==> config.mk <==
export PLATFORM = sky130hd
export DESIGN_NAME = ptw_walker
export DESIGN_NICKNAME = d
export VERILOG_FILES = /design/src/rtl/ptw_pkg.sv /design/src/rtl/ptw_load_port.sv /design/src/rtl/ptw_addr_path.sv /design/src/rtl/ptw_ctrl.sv /design/src/rtl/ptw_walker.sv
export SDC_FILE = /design/constraint.sdc
export NUM_CORES = 1
export LEC_CHECK = 0
export BUFFER_PORTS_ARGS = -buffer_cell sky130_fd_sc_hd__buf_2
export CAP_MARGIN = 25
export CORE_MARGIN = 2
export CORE_UTILIZATION = 50
export CTS_BUF_LIST = sky130_fd_sc_hd__clkbuf_8
export DETAILED_ROUTE_END_ITERATION = 10
export PLACE_DENSITY_LB_ADDON = 0.05
export SYNTH_ARGS = -nofsm -noshare
export SYNTH_HDL_FRONTEND = slang
export SYNTH_SLANG_ARGS = --single-unit
==> constraint.sdc <==
create_clock -name clk -period 4.3 [get_ports clk]
set_input_delay 0.215 -clock clk [delete_from_list [all_inputs] [get_ports clk]]
set_output_delay 0.215 -clock clk [all_outputs]
set_load 0.005 [all_outputs]
==> src/rtl/ptw_pkg.sv <==
package ptw_pkg;
  typedef enum logic [3:0] {
    ST_IDLE,
    ST_MASK_R,
    ST_ADD_R,
    ST_LOAD_R,
    ST_MASK_L,
    ST_ADD_L,
    ST_LOAD_L,
    ST_FILL,
    ST_FAULT
  } walk_st_e;

  localparam int ENTRY_VLD_BIT = 0;
endpackage

==> src/rtl/ptw_load_port.sv <==
module ptw_load_port (
  input  logic clk,
  input  logic rst_n,
  input  logic active,
  input  logic gnt,
  input  logic rvalid,
  output logic req,
  output logic done
);
  logic issued_q, issued_d;

  assign req  = active && !issued_q;
  assign done = active && rvalid && (issued_q || gnt);

  always_comb begin
    issued_d = issued_q;
    if (done)
      issued_d = 1'b0;
    else if (req && gnt)
      issued_d = 1'b1;
  end

  always_ff @(posedge clk or negedge rst_n) begin
    if (!rst_n)
      issued_q <= 1'b0;
    else
      issued_q <= issued_d;
  end


  req_hold_chk: assert property (@(posedge clk) disable iff (!rst_n)
    (req && !gnt) |=> req);
endmodule

==> src/rtl/ptw_addr_path.sv <==
module ptw_addr_path #(
  parameter int VA_W       = 32,
  parameter int PA_W       = 32,
  parameter int PAGE_SHIFT = 12,
  parameter int IDX_W      = 10,
  parameter int ENTRY_B    = 4
) (
  input  logic                       clk,
  input  logic                       rst_n,
  input  logic                       cap_en,
  input  logic [VA_W-1:0]            vaddr_in,
  input  logic [PA_W-1:0]            rbase_in,
  input  logic                       mask_en,
  input  logic                       add_en,
  input  logic                       level,
  input  logic                       root_cap,
  input  logic                       leaf_cap,
  input  logic [PA_W-1:0]            rdata,
  output logic [PA_W-1:0]            entry_addr,
  output logic [VA_W-PAGE_SHIFT-1:0] vpn,
  output logic [PA_W-1:0]            leaf_entry
);
  localparam int VPN_W = VA_W - PAGE_SHIFT;
  localparam int PFN_W = PA_W - PAGE_SHIFT;
  localparam int SZ_SH = $clog2(ENTRY_B);
  localparam int PAD_W = PA_W - IDX_W - SZ_SH;

  logic [VPN_W-1:0] vpn_q;
  logic [PA_W-1:0]  rbase_q;
  logic [IDX_W-1:0] idx_q, idx_d;
  logic [PA_W-1:0]  addr_q, addr_d;
  logic [PFN_W-1:0] lbase_q;
  logic [PA_W-1:0]  leaf_q;
  logic [PA_W-1:0]  base_sel;
  logic [PA_W-1:0]  offs;

  always_comb begin
    idx_d = level ? vpn_q[IDX_W-1:0] : vpn_q[2*IDX_W-1:IDX_W];
  end

  always_comb begin
    base_sel = level ? {lbase_q, {PAGE_SHIFT{1'b0}}} : rbase_q;
    offs     = {{PAD_W{1'b0}}, idx_q, {SZ_SH{1'b0}}};
    addr_d   = base_sel + offs;
  end

  always_ff @(posedge clk or negedge rst_n) begin
    if (!rst_n) begin
      vpn_q   <= '0;
      rbase_q <= '0;
    end else if (cap_en) begin
      vpn_q   <= vaddr_in[VA_W-1:PAGE_SHIFT];
      rbase_q <= rbase_in;
    end
  end

  always_ff @(posedge clk or negedge rst_n) begin
    if (!rst_n)
      idx_q <= '0;
    else if (mask_en)
      idx_q <= idx_d;
  end

  always_ff @(posedge clk or negedge rst_n) begin
    if (!rst_n)
      addr_q <= '0;
    else if (add_en)
      addr_q <= addr_d;
  end

  always_ff @(posedge clk or negedge rst_n) begin
    if (!rst_n)
      lbase_q <= '0;
    else if (root_cap)
      lbase_q <= rdata[PA_W-1:PAGE_SHIFT];
  end

  always_ff @(posedge clk or negedge rst_n) begin
    if (!rst_n)
      leaf_q <= '0;
    else if (leaf_cap)
      leaf_q <= rdata;
  end

  assign entry_addr = addr_q;
  assign vpn        = vpn_q;
  assign leaf_entry = leaf_q;


  addr_word_chk: assert property (@(posedge clk) disable iff (!rst_n)
    add_en |=> (addr_q[SZ_SH-1:0] == base_sel[SZ_SH-1:0]));
endmodule

==> src/rtl/ptw_ctrl.sv <==
module ptw_ctrl
  import ptw_pkg::*;
(
  input  logic clk,
  input  logic rst_n,
  input  logic miss_valid,
  input  logic load_done,
  input  logic entry_vld,
  output logic miss_ready,
  output logic cap_en,
  output logic mask_en,
  output logic add_en,
  output logic level,
  output logic load_act,
  output logic root_cap,
  output logic leaf_cap,
  output logic refill_valid,
  output logic fault_valid,
  output logic fault_level
);
  walk_st_e st_q, st_d;
  logic     flvl_q, flvl_d;

  always_comb begin
    st_d   = st_q;
    flvl_d = flvl_q;
    unique case (st_q)
      ST_IDLE:   if (miss_valid) st_d = ST_MASK_R;
      ST_MASK_R: st_d = ST_ADD_R;
      ST_ADD_R:  st_d = ST_LOAD_R;
      ST_LOAD_R: if (load_done) begin
                   if (entry_vld) st_d = ST_MASK_L;
                   else begin
                     st_d   = ST_FAULT;
                     flvl_d = 1'b0;
                   end
                 end
      ST_MASK_L: st_d = ST_ADD_L;
      ST_ADD_L:  st_d = ST_LOAD_L;
      ST_LOAD_L: if (load_done) begin
                   if (entry_vld) st_d = ST_FILL;
                   else begin
                     st_d   = ST_FAULT;
                     flvl_d = 1'b1;
                   end
                 end
      ST_FILL:   st_d = ST_IDLE;
      ST_FAULT:  st_d = ST_IDLE;
      default:   st_d = ST_IDLE;
    endcase
  end

  always_ff @(posedge clk or negedge rst_n) begin
    if (!rst_n) begin
      st_q   <= ST_IDLE;
      flvl_q <= 1'b0;
    end else begin
      st_q   <= st_d;
      flvl_q <= flvl_d;
    end
  end

  assign miss_ready   = (st_q == ST_IDLE);
  assign cap_en       = (st_q == ST_IDLE) && miss_valid;
  assign mask_en      = (st_q == ST_MASK_R) || (st_q == ST_MASK_L);
  assign add_en       = (st_q == ST_ADD_R) || (st_q == ST_ADD_L);
  assign level        = (st_q == ST_MASK_L) || (st_q == ST_ADD_L);
  assign load_act     = (st_q == ST_LOAD_R) || (st_q == ST_LOAD_L);
  assign root_cap     = (st_q == ST_LOAD_R) && load_done && entry_vld;
  assign leaf_cap     = (st_q == ST_LOAD_L) && load_done;
  assign refill_valid = (st_q == ST_FILL);
  assign fault_valid  = (st_q == ST_FAULT);
  assign fault_level  = flvl_q;


  busy_after_accept_chk: assert property (@(posedge clk) disable iff (!rst_n)
    (miss_valid && miss_ready) |=> !miss_ready);

  refill_pulse_chk: assert property (@(posedge clk) disable iff (!rst_n)
    refill_valid |=> !refill_valid);

  fault_pulse_chk: assert property (@(posedge clk) disable iff (!rst_n)
    fault_valid |=> !fault_valid);

  back_to_idle_chk: assert property (@(posedge clk) disable iff (!rst_n)
    (refill_valid || fault_valid) |=> miss_ready);
endmodule

==> src/rtl/ptw_walker.sv <==
module ptw_walker #(
  parameter int VA_W       = 32,
  parameter int PA_W       = 32,
  parameter int PAGE_SHIFT = 12,
  parameter int IDX_W      = 10,
  parameter int ENTRY_B    = 4,
  parameter int VPN_W      = VA_W - PAGE_SHIFT
) (
  input  logic             clk,
  input  logic             rst_n,
  input  logic             miss_valid,
  input  logic [VA_W-1:0]  miss_vaddr,
  output logic             miss_ready,
  input  logic [PA_W-1:0]  root_base,
  output logic             mem_req,
  output logic [PA_W-1:0]  mem_addr,
  input  logic             mem_gnt,
  input  logic             mem_rvalid,
  input  logic [PA_W-1:0]  mem_rdata,
  output logic             refill_valid,
  output logic [VPN_W-1:0] refill_vpn,
  output logic [PA_W-1:0]  refill_pte,
  output logic             fault_valid,
  output logic             fault_level
);
  logic [1:0] rst_sync_q;
  logic       rst_n_i;

  always_ff @(posedge clk or negedge rst_n) begin
    if (!rst_n)
      rst_sync_q <= 2'b00;
    else
      rst_sync_q <= {rst_sync_q[0], 1'b1};
  end
  assign rst_n_i = rst_sync_q[1];

  logic cap_en, mask_en, add_en, level, load_act, root_cap, leaf_cap, load_done;

  ptw_ctrl u_ctrl (
    .clk          (clk),
    .rst_n        (rst_n_i),
    .miss_valid   (miss_valid),
    .load_done    (load_done),
    .entry_vld    (mem_rdata[ptw_pkg::ENTRY_VLD_BIT]),
    .miss_ready   (miss_ready),
    .cap_en       (cap_en),
    .mask_en      (mask_en),
    .add_en       (add_en),
    .level        (level),
    .load_act     (load_act),
    .root_cap     (root_cap),
    .leaf_cap     (leaf_cap),
    .refill_valid (refill_valid),
    .fault_valid  (fault_valid),
    .fault_level  (fault_level)
  );

  ptw_addr_path #(
    .VA_W       (VA_W),
    .PA_W       (PA_W),
    .PAGE_SHIFT (PAGE_SHIFT),
    .IDX_W      (IDX_W),
    .ENTRY_B    (ENTRY_B)
  ) u_path (
    .clk        (clk),
    .rst_n      (rst_n_i),
    .cap_en     (cap_en),
    .vaddr_in   (miss_vaddr),
    .rbase_in   (root_base),
    .mask_en    (mask_en),
    .add_en     (add_en),
    .level      (level),
    .root_cap   (root_cap),
    .leaf_cap   (leaf_cap),
    .rdata      (mem_rdata),
    .entry_addr (mem_addr),
    .vpn        (refill_vpn),
    .leaf_entry (refill_pte)
  );

  ptw_load_port u_port (
    .clk    (clk),
    .rst_n  (rst_n_i),
    .active (load_act),
    .gnt    (mem_gnt),
    .rvalid (mem_rvalid),
    .req    (mem_req),
    .done   (load_done)
  );

  // grant counter used only by the properties below
  logic [1:0] gnt_cnt_q;
  always_ff @(posedge clk or negedge rst_n_i) begin
    if (!rst_n_i)
      gnt_cnt_q <= 2'd0;
    else if (miss_valid && miss_ready)
      gnt_cnt_q <= 2'd0;
    else if (mem_req && mem_gnt && gnt_cnt_q != 2'd3)
      gnt_cnt_q <= gnt_cnt_q + 2'd1;
  end


  addr_hold_chk: assert property (@(posedge clk) disable iff (!rst_n_i)
    (mem_req && !mem_gnt) |=> $stable(mem_addr));

  two_reads_chk: assert property (@(posedge clk) disable iff (!rst_n_i)
    refill_valid |-> (gnt_cnt_q == 2'd2));

  one_read_fault_chk: assert property (@(posedge clk) disable iff (!rst_n_i)
    (fault_valid && !fault_level) |-> (gnt_cnt_q == 2'd1));

  leaf_valid_chk: assert property (@(posedge clk) disable iff (!rst_n_i)
    refill_valid |-> (refill_pte[0] && !fault_valid));
endmodule

Word level (Yosys, flattened, before mapping)
Index checks and enable logic that the tools add are counted.

Muxes and demuxes: 15. Equal/unequal tests: 13. Add/sub/neg operators: 1. Reduce and logical (&&, ||, !) cells: 19.

Operators with widths (number): $add 32x12->32 (1); $mux 32 (1); $pmux 4 s7 (1); $mux 4 (5); $eq 4x3->1 const B (4); $mux 10 (1); $eq 4x2->1 const B (2); $logic_and 1x1->1 (8); $mux 1 (6); $ne 2x2->1 const B (3); $logic_or 1x1->1 (5); $reduce_and 5->1 (1); $eq 4x1->1 const B (1); $eq 4x4->1 const B (1); $logic_not 4->1 (1); $ne 2x1->1 const B (2); $reduce_bool 2->1 (2); $reduce_and 3->1 (1); $pmux 1 s2 (1); $logic_not 1->1 (1).

Bits of input ports: 101. Logic and storage cells: 58. Output and inout bits: 89. Flip-flop bits (word level): 154.

Logic depth before layout (Yosys ltp)
Depth after elaboration: 6. Depth in mapped cells: 14. Depth with buffers taken out: 11.

Hierarchy
From an unflattened synthesis, not the netlist that was laid out.

Cells, all modules: 605. Area total of the unflattened synthesis: 7343.3 um2.

Modules (own cells, without submodules): ptw_addr_path (instances 1, sequential area each 3653.5 um2, cells each 549, area each 6834.1 um2); ptw_ctrl (instances 1, sequential area each 125.1 um2, cells each 48, area each 404.1 um2); ptw_walker (instances 1, sequential area each 50.0 um2, cells each 3, area each 53.8 um2); ptw_load_port (instances 1, sequential area each 25.0 um2, cells each 5, area each 51.3 um2).

Worst setup path after synthesis
No wires, ideal clock.

Path type: register to register. Start: reg u_ctrl.st_q[3]. End: reg u_path.addr_q[31] (netlist: u_path.entry_addr[31]). Data required time: 4.169 ns. Clock period less this slack: 3.392 ns. Library setup time: 0.131 ns. Slack: 0.908 ns. Path buffers: 4. Stages on the path, launching flop included: 14. Arrival: 3.261 ns. Cell sequence: dfrtp_1 -> or3b_4 -> buf_6 -> clkbuf_1 -> clkbuf_1 -> and2_1 -> ha_1 -> o211ai_1 -> o211ai_1 -> a221o_1 -> clkbuf_1 -> or4b_1 -> xnor2_1 -> o21ai_1.

Word-level cells in the longest chain between the ends: 4. Elaborated cells between the ends (all ways): 7. Those cells by class: add/sub: 1; eq/ne: 3; mux: 1; reduce/logical: 2.

Ends and longest elaborated chain: start, declared (RTL line ptw_ctrl.sv:21) `walk_st_e st_q, st_d;`; start signal, assigned (RTL line ptw_ctrl.sv:58) `st_q <= st_d;`; $eq 4x3->1 (on tied branches) (RTL line ptw_ctrl.sv:67, ptw_ctrl.sv:66); $logic_or 1x1->1 (RTL line ptw_ctrl.sv:67) `assign level = (st_q == ST_MASK_L) || (st_q == ST_ADD_L);`; $mux 32 (RTL line ptw_addr_path.sv:42) `base_sel = level ? {lbase_q, {PAGE_SHIFT{1'b0}}} : rbase_q;`; $add 32x12->32 (RTL line ptw_addr_path.sv:44) `addr_d = base_sel + offs;`; end signal, assigned (RTL line ptw_addr_path.sv:68) `addr_q <= addr_d;`; end, declared (RTL line ptw_addr_path.sv:31) `logic [PA_W-1:0] addr_q, addr_d;`.

Several ways; a longest one is shown, not always the timed one. A chain may end at the register's enable or synchronous reset.

Final worst setup path
Start: reg u_ctrl.st_q[2]. End: reg u_path.addr_q[22] (netlist: u_path.entry_addr[22]).

Same word-level chain as after synthesis.

==> run_results.csv <==
group,metric,value,unit
detailed_routing,drc_errors,0,
worst_setup_path,crit_family,"compound AO/OA/AOI/OAI gates",
cts,cts_hold_buf,82,
power_and_ir_drop,peakVddDrop,0.317,mV
min_path,worstHoldStart,"mem_rdata[15]",
worst_setup_path,critical_path_class,"reg2reg",
floorplanning,io_pins,190,
layout,diodes,0,
cts,cts_tree,"done",
logic_synthesis,postSynthNetCount,731,
logic_synthesis,synth_ff_type,"dfrtp_1",
timing,slew_headroom,49.0,%
floorplanning,start_util,51.7,%
floorplanning,core_area,14000,um2
timing,setup_tns,0,ns
logic_synthesis,synth.distinct_cells,50,
worst_setup_path,cp-start-kind,"flop",
logic_synthesis,avgSynthCellArea,11.7,um2
detailed_routing,finalWirelength,17100,um
detailed_routing,drtPass1Iterations,4,
detailed_routing,vias,5565,
timing,worstMarginPinSlew,0.763,ns
logic_synthesis,ys_seq_area_share,53.3,%
cts,cts_buffers,17,
timing,grt_setup_unrepaired,"false",
cts,cts.clk_slew.worst_paths,0.09,ns
timing,skew,0.0105,ns
global_routing,grt_pass1_wl,28800,um
logic_synthesis,async_flop_share,100,%
worst_setup_path,crit_path_max_incr_delay,0.59,ns
logic_synthesis,syn_area,7230,um2
placed_design,dp_hpwl,12400,um
cts,postCtsSetupRepairBufs,0,
cts,clock_tree.buffer_depth,2,
power_and_ir_drop,leakagePower,0.00455,uW
timing,setup_violations,0,
global_routing,track_usage,23.2,%
placed_design,gp_congestion,0.821,
layout,syn2layout_area_growth,32.1,%
global_routing,grt_overflow,0,
cts,cts_root_buf,"clkbuf_8",
cts,clk_latency,0.47,ns
timing,drv_slew,0,
cts,h-tree-depth,4,
placed_design,numPlacedInstances,954,
placed_design,port_buffers,177,
min_path,min_path_type,"in2reg",
timing,max_clock_freq,289,MHz
floorplanning,rows,43,
timing,layout_min_cycle_time,3.46,ns
worst_setup_path,startpoint,"u_ctrl.st_q[2]",
detailed_routing,detail-route-antenna-nets,0,
logic_synthesis,synth-seq-cells,154,
global_routing,grt_max_degree,64,
timing,finalCritPeriodShare,80.5,%
detailed_routing,wl_per_cell,16.0,um
worst_setup_path,critPathMaxFanout,13,
cts,clock-sinks,154,
detailed_routing,routed_via_density,5.20,
logic_synthesis,netlist_instances,619,
job,cap_violations,0,
worst_setup_path,crit_top_cell,"a21oi_1",
power_and_ir_drop,p_per_area,692,nW/um2
floorplanning,fp.dieW,124,um
cts,cts_resized,0,
global_routing,first_global_vias,5845,
logic_synthesis,synth_edf_count,0,
worst_setup_path,r2r-start,"u_ctrl.st_q[2]",
layout,stdcell_count,1070,
worst_setup_path,slowest_stage,"o21ai_1",
worst_setup_path,cp_data_required_time,4.65,ns
layout,final_net_count,989,
floorplanning,die_area,15400,um2
detailed_routing,drt_first_iter_violations,217,
floorplanning,die-height,124,um
run_status,status,"finished, final reports clean",
timing,hold_viol_final,0,
worst_setup_path,crit_arrival,3.82,ns
global_routing,grt_antenna_before_repair,0,
worst_setup_path,end_kind,"flop",
worst_setup_path,path_buf_inv,1,
logic_synthesis,ys_warn_count,0,
worst_setup_path,crit_chain,"or3b_4 -> and2_1 -> ha_1 -> inv_1 -> fa_1 -> nand2b_1 -> a21oi_1 -> o21ai_1 -> a21oi_1 -> and4b_1 -> a221o_1",
layout,drive_gt1_share,38.9,%
routing by layer:
metal	global-route usage [%]	vias up	wire length [um]
li1	-	2717	-
met4	8.86	0	348
met3	5.38	27	753
met1	31.7	2678	7980
met5	0	-	0
met2	36.2	143	8040
registers in the layout, summed over array words and instances (netlist names):
register and cells:
u_port.issued_q 1, u_ctrl.fault_level 1, u_ctrl.st_q 4, u_path.lbase_q 20, u_path.idx_q 10, rst_sync_q 2
u_path.rbase_q 32, u_path.vpn 20, u_path.entry_addr 32, u_path.leaf_entry 32
path summary, 6_finish.rpt:
path / slack, ns / cells past startpoint / to
setup / recovery: 0.84 / 11 / u_path.entry_addr[22]
hold / removal: 0.03 / 2 / u_path.leaf_entry[15]
setup reg to reg: 0.84 / 11 / u_path.entry_addr[22]
hold reg to reg: 0.35 / 0 / u_path.vpn[5]
max in group asynchronous: 2.87 / 2 / u_path.leaf_entry[1]
min in group asynchronous: 0.06 / 2 / rst_sync_q[1]
power breakdown:
| part | switching [uW] | total [uW] | internal, uW |
|---|---|---|---|
| Sequential | 529 | 2650 | 2120 |
| Combinational | 1450 | 2920 | 1470 |
| Clock | 574 | 1040 | 466 |
| Total | 2550 | 6610 | 4050 |
cell type report:
type / instances / area (um2)
Clock inverter: 15 / 143
Clock buffer: 17 / 234
Multi-Input combinational cell: 429 / 3240
Fill cell: 1092 / 4440
Inverter: 4 / 15.0
Sequential cell: 154 / 3860
Tap cell: 180 / 225
Timing Repair Buffer: 271 / 1840
cell families after synthesis:
logic type | after synthesis | share of synthesized area [%]
AND/OR/NAND/NOR | 172 | 11.3
flip-flops | 154 | 53.3
multiplexers | 129 | 19.9
AO/OA/AOI/OAI | 89 | 7.89
buffers and inverters | 36 | 2.25
XOR/XNOR | 27 | 3.27
adder cells (fa/ha/maj) | 11 | 2.01
other | 1 | 0.0519
synthesized netlist by cell type, types with 2 or more instances:
| cell type | instances | area, um2 |
|---|---|---|
| dfrtp_1 | 154 | 3850 |
| mux2_2 | 109 | 1230 |
| nand2_1 | 78 | 293 |
| o21ai_0 | 34 | 170 |
| nor2_1 | 26 | 97.6 |
| nand3_1 | 23 | 115 |
| clkbuf_1 | 20 | 75.1 |
| mux2i_1 | 19 | 190 |
| a21oi_1 | 15 | 75.1 |
| xnor2_1 | 15 | 131 |
| a31oi_1 | 12 | 75.1 |
| xor2_1 | 12 | 105 |
| and2_1 | 10 | 62.6 |
| ha_1 | 10 | 125 |
| buf_2 | 7 | 35.0 |
| nor3_1 | 6 | 30.0 |
| nand2b_1 | 5 | 31.3 |
| nand4_1 | 5 | 31.3 |
| inv_1 | 4 | 15.0 |
| nor2b_1 | 4 | 25.0 |
| nor4_1 | 4 | 25.0 |
| o211ai_1 | 4 | 30.0 |
| o21ai_1 | 4 | 20.0 |
| a2111oi_2 | 3 | 45.0 |
| a211oi_1 | 3 | 22.5 |
| a21o_1 | 3 | 22.5 |
| buf_4 | 3 | 22.5 |
| a221o_1 | 2 | 20.0 |
| nor3b_2 | 2 | 25.0 |
| nor4b_1 | 2 | 17.5 |
| o211ai_2 | 2 | 25.0 |
metrics by stage:
stage               total power (uW)  util (%)  hold slack, ns  instance area, um2  setup WS [ns]
detailed placement              5510      59.5         0.00367                8320          0.824
global route                    7150      68.3         0.00603                9550          0.659
CTS                             6630      68.1         0.00461                9520          0.818
global placement                5380      59.2         0.00454                8280          0.946
floorplan                       4550         -         -0.0806                7230          0.908
finish                          6610      68.3          0.0323                9550          0.839
worst reg2reg max path, cell delays in order, from the launching register on:
cell	delay [ns]
dfrtp_1	0.58
or3b_4	0.52
and2_1	0.20
ha_1	0.20
inv_1	0.08
fa_1	0.20
nand2b_1	0.14
a21oi_1	0.11
o21ai_1	0.59
a21oi_1	0.24
and4b_1	0.25
a221o_1	0.25
cell usage in the layout (no fill, tap or decap), types with 2 or more instances in the layout:
| master | synthesis | final |
|---|---|---|
| nor4_1 | 4 | 4 |
| mux2i_1 | 19 | 19 |
| nor3_1 | 6 | 4 |
| mux2_2 | 109 | 109 |
| a211oi_1 | 3 | 3 |
| clkinv_2 | 0 | 2 |
| clkinvlp_4 | 0 | 4 |
| buf_2 | 7 | 177 |
| nor2b_1 | 4 | 4 |
| inv_1 | 4 | 4 |
| clkinv_4 | 0 | 4 |
| clkbuf_8 | 0 | 17 |
| nand4_1 | 5 | 5 |
| nor3_2 | 1 | 2 |
| o211ai_1 | 4 | 4 |
| dlygate4sd3_1 | 0 | 83 |
| nand2_1 | 78 | 77 |
| and2_1 | 10 | 10 |
| buf_4 | 3 | 8 |
| o211ai_2 | 2 | 2 |
| a21oi_1 | 15 | 15 |
| nand2b_1 | 5 | 4 |
| a2111oi_2 | 3 | 3 |
| nor2_1 | 26 | 26 |
| a221o_1 | 2 | 2 |
| a31oi_1 | 12 | 12 |
| a21o_1 | 3 | 3 |
| nor4b_1 | 2 | 2 |
| xnor2_1 | 15 | 15 |
| o21ai_1 | 4 | 4 |
| nand3_1 | 23 | 23 |
| xor2_1 | 12 | 12 |
| ha_1 | 10 | 10 |
| o21ai_0 | 34 | 34 |
| inv_6 | 0 | 3 |
| dfrtp_1 | 154 | 153 |
Note: power is estimated with default switching activity, not from simulation.
